### src/rtl/key_wdt_pkg.sv
`timescale 1ns/1ps
package key_wdt_pkg;
  localparam int CNT_W        = 16;
  localparam int RSTC_W       = 16;
  localparam int RST_MASK_BIT = 1;

  localparam logic [15:0] KEY_CNT  = 16'h5A5A;
  localparam logic [23:0] KEY_CTL  = 24'hA5A5A5;
  localparam logic [15:0] KEY_RSTC = 16'hA55A;

  localparam int BIT_RUN  = 7;
  localparam int BIT_BUSY = 5;
  localparam int BIT_OVF  = 4;
  localparam int BIT_IE   = 3;

  localparam logic [2:0] SEL_EXT = 3'd7;

  typedef enum logic [1:0] {
    REG_CNT  = 2'd0,
    REG_CTLA = 2'd1,
    REG_CTLB = 2'd2,
    REG_RSTC = 2'd3
  } reg_idx_e;

  typedef struct packed {
    logic       run;
    logic       ovf_ie;
    logic [2:0] clk_sel;
  } ctla_t;
endpackage

### src/rtl/wdt_keyed_regs.sv
`timescale 1ns/1ps
module wdt_keyed_regs
  import key_wdt_pkg::*;
#(
  parameter int SELB_W = 6
) (
  input  logic              clk,
  input  logic              rst_n,
  input  logic              wen,
  input  logic [1:0]        addr,
  input  logic [31:0]       wdata,
  input  logic [CNT_W-1:0]  cnt_val,
  input  logic              busy,
  input  logic              ovf_evt,
  output logic              run,
  output logic              ovf_ie,
  output logic [2:0]        clk_sel,
  output logic [SELB_W-1:0] selb,
  output logic              rst_mask,
  output logic              ovf_flag,
  output logic              cnt_load,
  output logic [CNT_W-1:0]  cnt_load_val,
  output logic              restart,
  output logic [31:0]       rdata
);
  reg_idx_e          sel;
  logic              key_cnt_ok, key_ctl_ok, key_rst_ok;
  logic              wr_cnt, wr_cta, wr_ctb, wr_rst;
  ctla_t             ctla_q;
  logic              ovf_q;
  logic [SELB_W-1:0] selb_q;
  logic [RSTC_W-1:0] rstc_q;
  logic [7:0]        ctla_rd;
  logic              unused_wbit6;

  assign sel        = reg_idx_e'(addr);
  assign key_cnt_ok = (wdata[31:16] == KEY_CNT);
  assign key_ctl_ok = (wdata[31:8]  == KEY_CTL);
  assign key_rst_ok = (wdata[31:16] == KEY_RSTC);

  // Keyed write decode
  assign wr_cnt = wen && (sel == REG_CNT)  && key_cnt_ok;
  assign wr_cta = wen && (sel == REG_CTLA) && key_ctl_ok;
  assign wr_ctb = wen && (sel == REG_CTLB) && key_ctl_ok;
  assign wr_rst = wen && (sel == REG_RSTC) && key_rst_ok;

  assign unused_wbit6 = wdata[6];

  always_ff @(posedge clk or negedge rst_n) begin
    if (!rst_n) begin
      ctla_q <= '0;
    end else if (wr_cta) begin
      ctla_q.run     <= wdata[BIT_RUN];
      ctla_q.ovf_ie  <= wdata[BIT_IE];
      ctla_q.clk_sel <= wdata[2:0];
    end
  end

  // Sticky overflow: a new event wins over a clearing write
  always_ff @(posedge clk or negedge rst_n) begin
    if (!rst_n) begin
      ovf_q <= 1'b0;
    end else if (ovf_evt) begin
      ovf_q <= 1'b1;
    end else if (wr_cta && !wdata[BIT_OVF]) begin
      ovf_q <= 1'b0;
    end
  end

  always_ff @(posedge clk or negedge rst_n) begin
    if (!rst_n) begin
      selb_q <= '0;
    end else if (wr_ctb) begin
      selb_q <= wdata[SELB_W-1:0];
    end
  end

  always_ff @(posedge clk or negedge rst_n) begin
    if (!rst_n) begin
      rstc_q <= '0;
    end else if (wr_rst) begin
      rstc_q <= wdata[RSTC_W-1:0];
    end
  end

  always_comb begin
    ctla_rd           = '0;
    ctla_rd[BIT_RUN]  = ctla_q.run;
    ctla_rd[BIT_BUSY] = busy;
    ctla_rd[BIT_OVF]  = ovf_q;
    ctla_rd[BIT_IE]   = ctla_q.ovf_ie;
    ctla_rd[2:0]      = ctla_q.clk_sel;
  end

  // Read mux: key bits read as zero
  always_comb begin
    unique case (sel)
      REG_CNT:  rdata = 32'(cnt_val);
      REG_CTLA: rdata = 32'(ctla_rd);
      REG_CTLB: rdata = 32'(selb_q);
      REG_RSTC: rdata = 32'(rstc_q);
      default:  rdata = '0;
    endcase
  end

  assign run          = ctla_q.run;
  assign ovf_ie       = ctla_q.ovf_ie;
  assign clk_sel      = ctla_q.clk_sel;
  assign selb         = selb_q;
  assign rst_mask     = rstc_q[RST_MASK_BIT];
  assign ovf_flag     = ovf_q;
  assign cnt_load     = wr_cnt;
  assign cnt_load_val = wdata[CNT_W-1:0];
  assign restart      = wr_cnt || wr_cta;
endmodule

### src/rtl/wdt_prescaler.sv
`timescale 1ns/1ps
module wdt_prescaler
  import key_wdt_pkg::*;
#(
  parameter int SELB_W = 6,
  parameter int PRE_W  = 8
) (
  input  logic              clk,
  input  logic              rst_n,
  input  logic              restart,
  input  logic [2:0]        clk_sel,
  input  logic [SELB_W-1:0] selb,
  output logic              tick
);
  logic [PRE_W-1:0] pre_q;
  logic [PRE_W:0]   div_m1;
  logic             at_end;

  // Divisor minus one
  always_comb begin
    if (clk_sel == SEL_EXT) begin
      div_m1 = (PRE_W+1)'(selb);
    end else begin
      div_m1 = ((PRE_W+1)'(4) << clk_sel) - (PRE_W+1)'(1);
    end
  end

  // ">=" keeps the phase bounded when the divisor shrinks mid-period
  assign at_end = ({1'b0, pre_q} >= div_m1);
  assign tick   = at_end && !restart;

  always_ff @(posedge clk or negedge rst_n) begin
    if (!rst_n) begin
      pre_q <= '0;
    end else if (restart || at_end) begin
      pre_q <= '0;
    end else begin
      pre_q <= pre_q + 1'b1;
    end
  end
endmodule

### src/rtl/wdt_busy_track.sv
`timescale 1ns/1ps
module wdt_busy_track #(
  parameter int BUSY_TICKS = 2
) (
  input  logic clk,
  input  logic rst_n,
  input  logic arm,
  input  logic tick,
  output logic busy
);
  localparam int BW = $clog2(BUSY_TICKS + 1);

  logic [BW-1:0] left_q;

  // Write-in-progress window
  always_ff @(posedge clk or negedge rst_n) begin
    if (!rst_n) begin
      left_q <= '0;
    end else if (arm) begin
      left_q <= BW'(BUSY_TICKS);
    end else if (tick && (left_q != '0)) begin
      left_q <= left_q - 1'b1;
    end
  end

  assign busy = (left_q != '0);
endmodule

### src/rtl/wdt_upcounter.sv
`timescale 1ns/1ps
module wdt_upcounter
  import key_wdt_pkg::*;
#(
  parameter logic [CNT_W-1:0] RESET_COUNT = 16'hF488
) (
  input  logic             clk,
  input  logic             rst_n,
  input  logic             load,
  input  logic [CNT_W-1:0] load_val,
  input  logic             run,
  input  logic             tick,
  output logic [CNT_W-1:0] count,
  output logic             ovf_evt
);
  logic [CNT_W-1:0] cnt_q;

  // load has priority; R7: step per tick while enabled
  always_ff @(posedge clk or negedge rst_n) begin
    if (!rst_n) begin
      cnt_q <= RESET_COUNT;
    end else if (load) begin
      cnt_q <= load_val;
    end else if (run && tick) begin
      cnt_q <= cnt_q + 1'b1;
    end
  end

  assign ovf_evt = run && tick && !load && (cnt_q == '1);
  assign count   = cnt_q;
endmodule

### src/rtl/key_wdt.sv
`timescale 1ns/1ps
module key_wdt
  import key_wdt_pkg::*;
#(
  parameter logic [15:0] RESET_COUNT = 16'hF488,
  parameter int          SELB_W      = 6,
  parameter int          BUSY_TICKS  = 2
) (
  input  logic        clk,
  input  logic        rst_n,
  input  logic        bus_wen,
  input  logic [1:0]  bus_addr,
  input  logic [31:0] bus_wdata,
  output logic [31:0] bus_rdata,
  output logic        wdt_irq,
  output logic        wdt_rst_req
);
  localparam int FIX_DIV_MAX = 4 << 6;
  localparam int EXT_DIV_MAX = 1 << SELB_W;
  localparam int DIV_MAX     = (FIX_DIV_MAX > EXT_DIV_MAX) ? FIX_DIV_MAX : EXT_DIV_MAX;
  localparam int PRE_W       = $clog2(DIV_MAX);

  logic              run_en, ovf_ie, rst_mask, ovf_flag;
  logic [2:0]        clk_sel;
  logic [SELB_W-1:0] selb;
  logic              cnt_load, restart, tick, busy_flag, ovf_evt;
  logic [CNT_W-1:0]  cnt_load_val, cnt_val;

  wdt_keyed_regs #(.SELB_W(SELB_W)) u_regs (
    .clk(clk), .rst_n(rst_n), .wen(bus_wen), .addr(bus_addr), .wdata(bus_wdata),
    .cnt_val(cnt_val), .busy(busy_flag), .ovf_evt(ovf_evt),
    .run(run_en), .ovf_ie(ovf_ie), .clk_sel(clk_sel), .selb(selb),
    .rst_mask(rst_mask), .ovf_flag(ovf_flag), .cnt_load(cnt_load),
    .cnt_load_val(cnt_load_val), .restart(restart), .rdata(bus_rdata)
  );

  wdt_prescaler #(.SELB_W(SELB_W), .PRE_W(PRE_W)) u_pre (
    .clk(clk), .rst_n(rst_n), .restart(restart), .clk_sel(clk_sel),
    .selb(selb), .tick(tick)
  );

  wdt_busy_track #(.BUSY_TICKS(BUSY_TICKS)) u_busy (
    .clk(clk), .rst_n(rst_n), .arm(restart), .tick(tick), .busy(busy_flag)
  );

  wdt_upcounter #(.RESET_COUNT(RESET_COUNT)) u_cnt (
    .clk(clk), .rst_n(rst_n), .load(cnt_load), .load_val(cnt_load_val),
    .run(run_en), .tick(tick), .count(cnt_val), .ovf_evt(ovf_evt)
  );

  // registered one-cycle reset request
  always_ff @(posedge clk or negedge rst_n) begin
    if (!rst_n) begin
      wdt_rst_req <= 1'b0;
    end else begin
      wdt_rst_req <= ovf_evt && !rst_mask;
    end
  end

  // interrupt follows flag and enable
  assign wdt_irq = ovf_flag && ovf_ie;
endmodule

### config.mk
export PLATFORM = sky130hd
export DESIGN_NAME = key_wdt
export DESIGN_NICKNAME = d
export VERILOG_FILES = /design/src/rtl/key_wdt_pkg.sv /design/src/rtl/wdt_keyed_regs.sv /design/src/rtl/wdt_prescaler.sv /design/src/rtl/wdt_busy_track.sv /design/src/rtl/wdt_upcounter.sv /design/src/rtl/key_wdt.sv
export SDC_FILE = /design/constraint.sdc
export NUM_CORES = 1
export LEC_CHECK = 0
export ABC_AREA = 1
export BUFFER_PORTS_ARGS = -buffer_cell sky130_fd_sc_hd__buf_2
export CORE_MARGIN = 2
export CORE_UTILIZATION = 46
export CTS_CLUSTER_SIZE = 12
export DETAILED_ROUTE_END_ITERATION = 10
export PLACE_DENSITY = 0.67
export SLEW_MARGIN = 20
export SYNTH_ARGS = -nofsm -noshare
export SYNTH_HDL_FRONTEND = slang
export SYNTH_SLANG_ARGS = --single-unit
### constraint.sdc
create_clock -name clk -period 7 [get_ports clk]
set_clock_uncertainty 0.05 [all_clocks]
set_input_delay 1.4 -clock clk [delete_from_list [all_inputs] [get_ports clk]]
set_output_delay 1.4 -clock clk [all_outputs]
set_load 0.02 [all_outputs]
# == Word level (Yosys, flattened, before mapping) ==
# Index checks and enable logic that the tools add are counted.
# word_totals
regBits,55
inputBits,37
out_inout_bits,34
word_cells,60
# classes
addsub,4
order_cmp,1
n_eq_ne,8
shift,1
mux,9
n_reduce_logical,27
# ops
operator,n
32-bit case mux with 4 select lines,1
"16-bit == test, second input constant",2
16-bit two-way mux,2
"24-bit == test, second input constant",1
"16-bit by 1-bit adder with 16-bit output, second input constant",1
"16-bit by 15-bit == test with 1-bit output, second input constant",1
1-bit logical AND,16
8-bit by 9-bit >= comparator with 1-bit output,1
9-bit two-way mux,1
"3-bit by 3-bit << shifter with 9-bit output, first input constant",1
"9-bit by 2-bit subtractor with 9-bit output, second input constant",1
"8-bit by 1-bit adder with 8-bit output, second input constant",1
8-bit two-way mux,1
2-bit nonzero test,4
"2-bit == test, second input constant",2
1-bit zero test,4
2-bit two-way mux,2
"3-bit == test, second input constant",1
"2-bit by 1-bit == test with 1-bit output, second input constant",1
2-bit zero test,1
1-bit logical OR,2
1-bit two-way mux,2
"2-bit by 1-bit subtractor with 2-bit output, second input constant",1

# == Depth between registers and ports, before layout ==
# depth
ltp_word,10
ltp_mapped,20
depth_no_buf,18

# == By module ==
# From an unflattened synthesis, not the netlist that was laid out.
# hier_totals
cells_unflattened,525
area_unflattened_um2,3927.5
# modules_own_cells
module,instances,cells_each,area_each_um2,seq_area_each_um2
wdt_keyed_regs,1,239,1885.6,700.7
wdt_upcounter,1,173,1166.1,409.1
wdt_prescaler,1,92,716.9,200.2
wdt_busy_track,1,16,116.4,50.0
key_wdt,1,5,42.5,25.0

# == Least setup slack after synthesis ==
# OpenSTA, ideal clock, no wires.
# synth_path
path_type,input -> output
start,input port bus_addr[0]
end,output port bus_rdata[10]
arrival_time_ns,2.285
t_required_ns,5.550
path_slack_ns,3.265
cell_stages,4
n_path_buf,1
cell_sequence,nor2_4 -> inv_2 -> clkbuf_1 -> o21ai_0
# synth_via
elab_chain_cells,2
word_cells_on_any_way,5
classes_between,eq/ne: 3; mux: 1; reduce/logical: 1
# synth_lines
item,line,source
start: declaration,key_wdt.sv:12,"input logic [1:0] bus_addr,"
"2-bit == test, or another cell as far along",wdt_keyed_regs.sv:97,unique case (sel)
32-bit case mux with 4 select lines (*),wdt_keyed_regs.sv:97,
end: declaration,key_wdt.sv:14,"output logic [31:0] bus_rdata,"
# Mark *: on every way between the ends. The rest lies on a longest branch, timed or not. The select of a mux whose other input is x is not followed.

# == Worst setup path after layout ==
# layout_path
start,input port bus_addr[1]
end,output port bus_rdata[3]
# The elaborated chain is that of the path after synthesis.

==> impl_metrics.yaml <==
run_status:
  status: "finished, final reports clean"
synthesis:
  yosysUniqueCellTypes: 44
  yosys_warnings: 0
  synth_cells: 528
  syn_area_per_cell_um2: 7.07
  syn-cell-area_um2: 3730
  yosysSeqAreaShare: 0.371
  synth-seq-cells: 55
finish:
  layout_common_cells: "160 x nand2_1, 63 x inv_1, 55 x o21ai_0, 54 x buf_2, 48 x dfrtp_1"
  stdcell_count: 680
  syn2layout_area_growth_pct: 10.2
  fill_cells: 794
  drive_gt1_frac: 0.159
  final_common_cell: "nand2_1"
  fin_area_um2: 4110
  diodes: 0
  nNetsFinal: 626
  utilization: 0.527
  multi_input_area_um2: 1970
  register_area_um2: 1390
global_routing:
  use_met1: 0.314
  grt_pass1_wl_mm: 15.9
  grt.total_usage: 0.225
  grtUsageMet2: 0.382
  grt_pass1_vias: 3344
  grt_max_degree: 56
  antenna_found_initial: 0
  top_usage_layer: "met2"
  grt_overflow: 0
  met3_usage: 0.0265
power_and_ir_drop:
  max-vdd-ir-drop_uv: 89.8
  power-per-cell-area_nw_per_um2: 147
  total_power_mw: 0.603
  leakagePower_nw: 2.10
placed_design:
  hpwl_mm: 7.01
  preCtsSetupSlack_ps: 2790
  place.gp.congestion: 0.882
  portBuffers: 54
  dp_cells: 672
  place_area_um2: 4010
detailed_routing:
  drcViolationCount: 0
  viasPerCell: 5.16
  vias: 3512
  drt_first_pass_iters: 5
  drtIter0Drc: 221
  wl_per_cell_um: 13.7
  drtAntennaViolNets: 0
  wl_mm: 9.34
setup_path:
  path_buf_inv: 3
  timing.critical_path.mode_cell: "buf_2"
  cp.required_ps: 5550
  worst-path-max-fanout: 17
  max_stage_delay_ps: 430
  slowest_stage: "clkinv_1"
  critPathTopFamily: "buffers and inverters"
  crit_chain: "buf_2 -> nand2_1 -> clkinv_1 -> a221oi_1 -> a22oi_1 -> buf_2"
  arrival_ps: 2780
  crit_type: "input port to output pin"
  critPathLaunchType: "input port"
  end_kind: "output pin"
clock_tree:
  cts_tree: "yes"
  clk_latency_ps: 310
  cts_resized: 0
  cts_setup_buffers: 0
  ctsHoldBuffers: 0
  numCtsBuffers: 5
  cts.path.max_buffers: 2
  clock_sinks: 55
  clk_pin_slew_ps: 110
  clockRootBuffer: "clkbuf_8"
  htreeDepth: 2
timing:
  timing.fmax_mhz: 237
  tightestPinTransition_ps: 1050
  slew_violations: 0
  setup_violations: 0
  hold_slack_ps: 442
  hold_viol_final: 0
  rsz0062_at_grt: "no"
  post-route-period-util: 0.604
  timing.final.ws_setup_ps: 2770
  fin_setup_tns_ps: 0
  min_period_ps: 4230
  slew_headroom: 0.297
die:
  io_pins: 71
  core_um2: 7810
  start_util: 0.478
  rows: 32
  die_h_um: 94.1
  die_w_um: 94.1
  die_area_um2: 8850
worst_hold_path:
  hold_class: "flip-flop to flip-flop"
job:
  drv_cap: 0
cell usage after synthesis (all sizes together):
cell type	instances	area (µm²)
nand3	43	225
conb	1	3.75
xor2	7	61.3
nor3b	2	15.0
nor3	8	40.0
ha	12	150
a221oi	1	8.76
a21oi	4	20.0
nand2	162	618
or2	3	18.8
and2	1	6.26
and3	1	6.26
o211ai	2	15.0
o2111ai	1	8.76
dfrtp	48	1200
o21ai	58	290
a31oi	1	6.26
nor2	45	214
o31ai	1	7.51
xnor2	1	8.76
nand4	16	121
clkinv	1	3.75
mux2	1	11.3
dfstp	7	184
inv	66	248
a22oi	2	15.0
nor4	3	25.0
buf	20	149
a21o	1	7.51
a32o	1	10.0
clkbuf	8	31.3
path summary, 6_finish.rpt:
kind                                                from                          end  slack [ps]  cells past startpoint
max                                          bus_addr[1]                 bus_rdata[3]        2770                      6
min                         u_regs.rstc_q[1]$_DFFE_PN0P_        wdt_rst_req$_DFF_PN0_         440                      1
max reg2reg                u_regs.clk_sel[2]$_DFFE_PN0P_  u_cnt.count[10]$_DFFE_PN1P_        3790                     14
min reg2reg                 u_regs.rstc_q[1]$_DFFE_PN0P_        wdt_rst_req$_DFF_PN0_         440                      1
max in group asynchronous                          rst_n   u_cnt.count[6]$_DFFE_PN0P_        5250                      2
min in group asynchronous                          rst_n   u_regs.selb[4]$_DFFE_PN0P_        1160                      2
where the power goes:
part	leakage, nW	internal (mW)	switching [mW]	total [mW]
Combinational	1.33	0.0263	0.0560	0.0823
Sequential	0.723	0.324	0.00296	0.327
Clock	0.0474	0.0812	0.113	0.194
Total	2.10	0.432	0.172	0.603
worst register-to-register path, cell delays in order, from the launching register on:
cell and delay [ps]:
dfrtp_1 490, inv_1 150, nand3_1 100, ha_1 270, or2_2 320, a22oi_1 200
ha_1 170, nand2_1 80, nor4_1 380, nor2_1 80, nand2_1 120, nand4_4 280
nand2_4 310, nand2_1 90, nand2_1 70
state kept, by name, summed over array words and instances (netlist names):
register	flops
u_cnt.count	16
u_regs.rstc_q	16
u_pre.pre_q	8
u_regs.selb	6
u_regs.clk_sel	3
u_busy.left_q	2
u_regs.ovf_flag	1
u_regs.ovf_ie	1
u_regs.run	1
wdt_rst_req	1
cell families (layout without fill, tap and decap cells):
kind of cell	after synthesis	count (layout)	synth area share
AO/OA/AOI/OAI	72	72	0.104
XOR/XNOR	8	8	0.0188
adder cells (fa/ha/maj)	12	12	0.0402
buffers and inverters	95	130	0.116
flip-flops	55	55	0.371
multiplexers	1	1	0.00302
other	1	16	0.00101
AND/OR/NAND/NOR	284	284	0.346
cell type report:
| class | count | area share |
|---|---|---|
| Tap cell | 102 | 0.0310 |
| Multi-Input combinational cell | 393 | 0.479 |
| Inverter | 67 | 0.0612 |
| Timing Repair Buffer | 55 | 0.0676 |
| Clock buffer | 6 | 0.0201 |
| Sequential cell | 55 | 0.337 |
| Clock inverter | 2 | 0.00396 |
per-layer routing:
layer | vias to the layer above | routed length [µm]
met5 | - | 0
met4 | 0 | 56
met3 | 4 | 380
met2 | 100 | 4460
met1 | 1637 | 4440
li1 | 1771 | -
No activity file was read; power rests on OpenSTA's default activity.
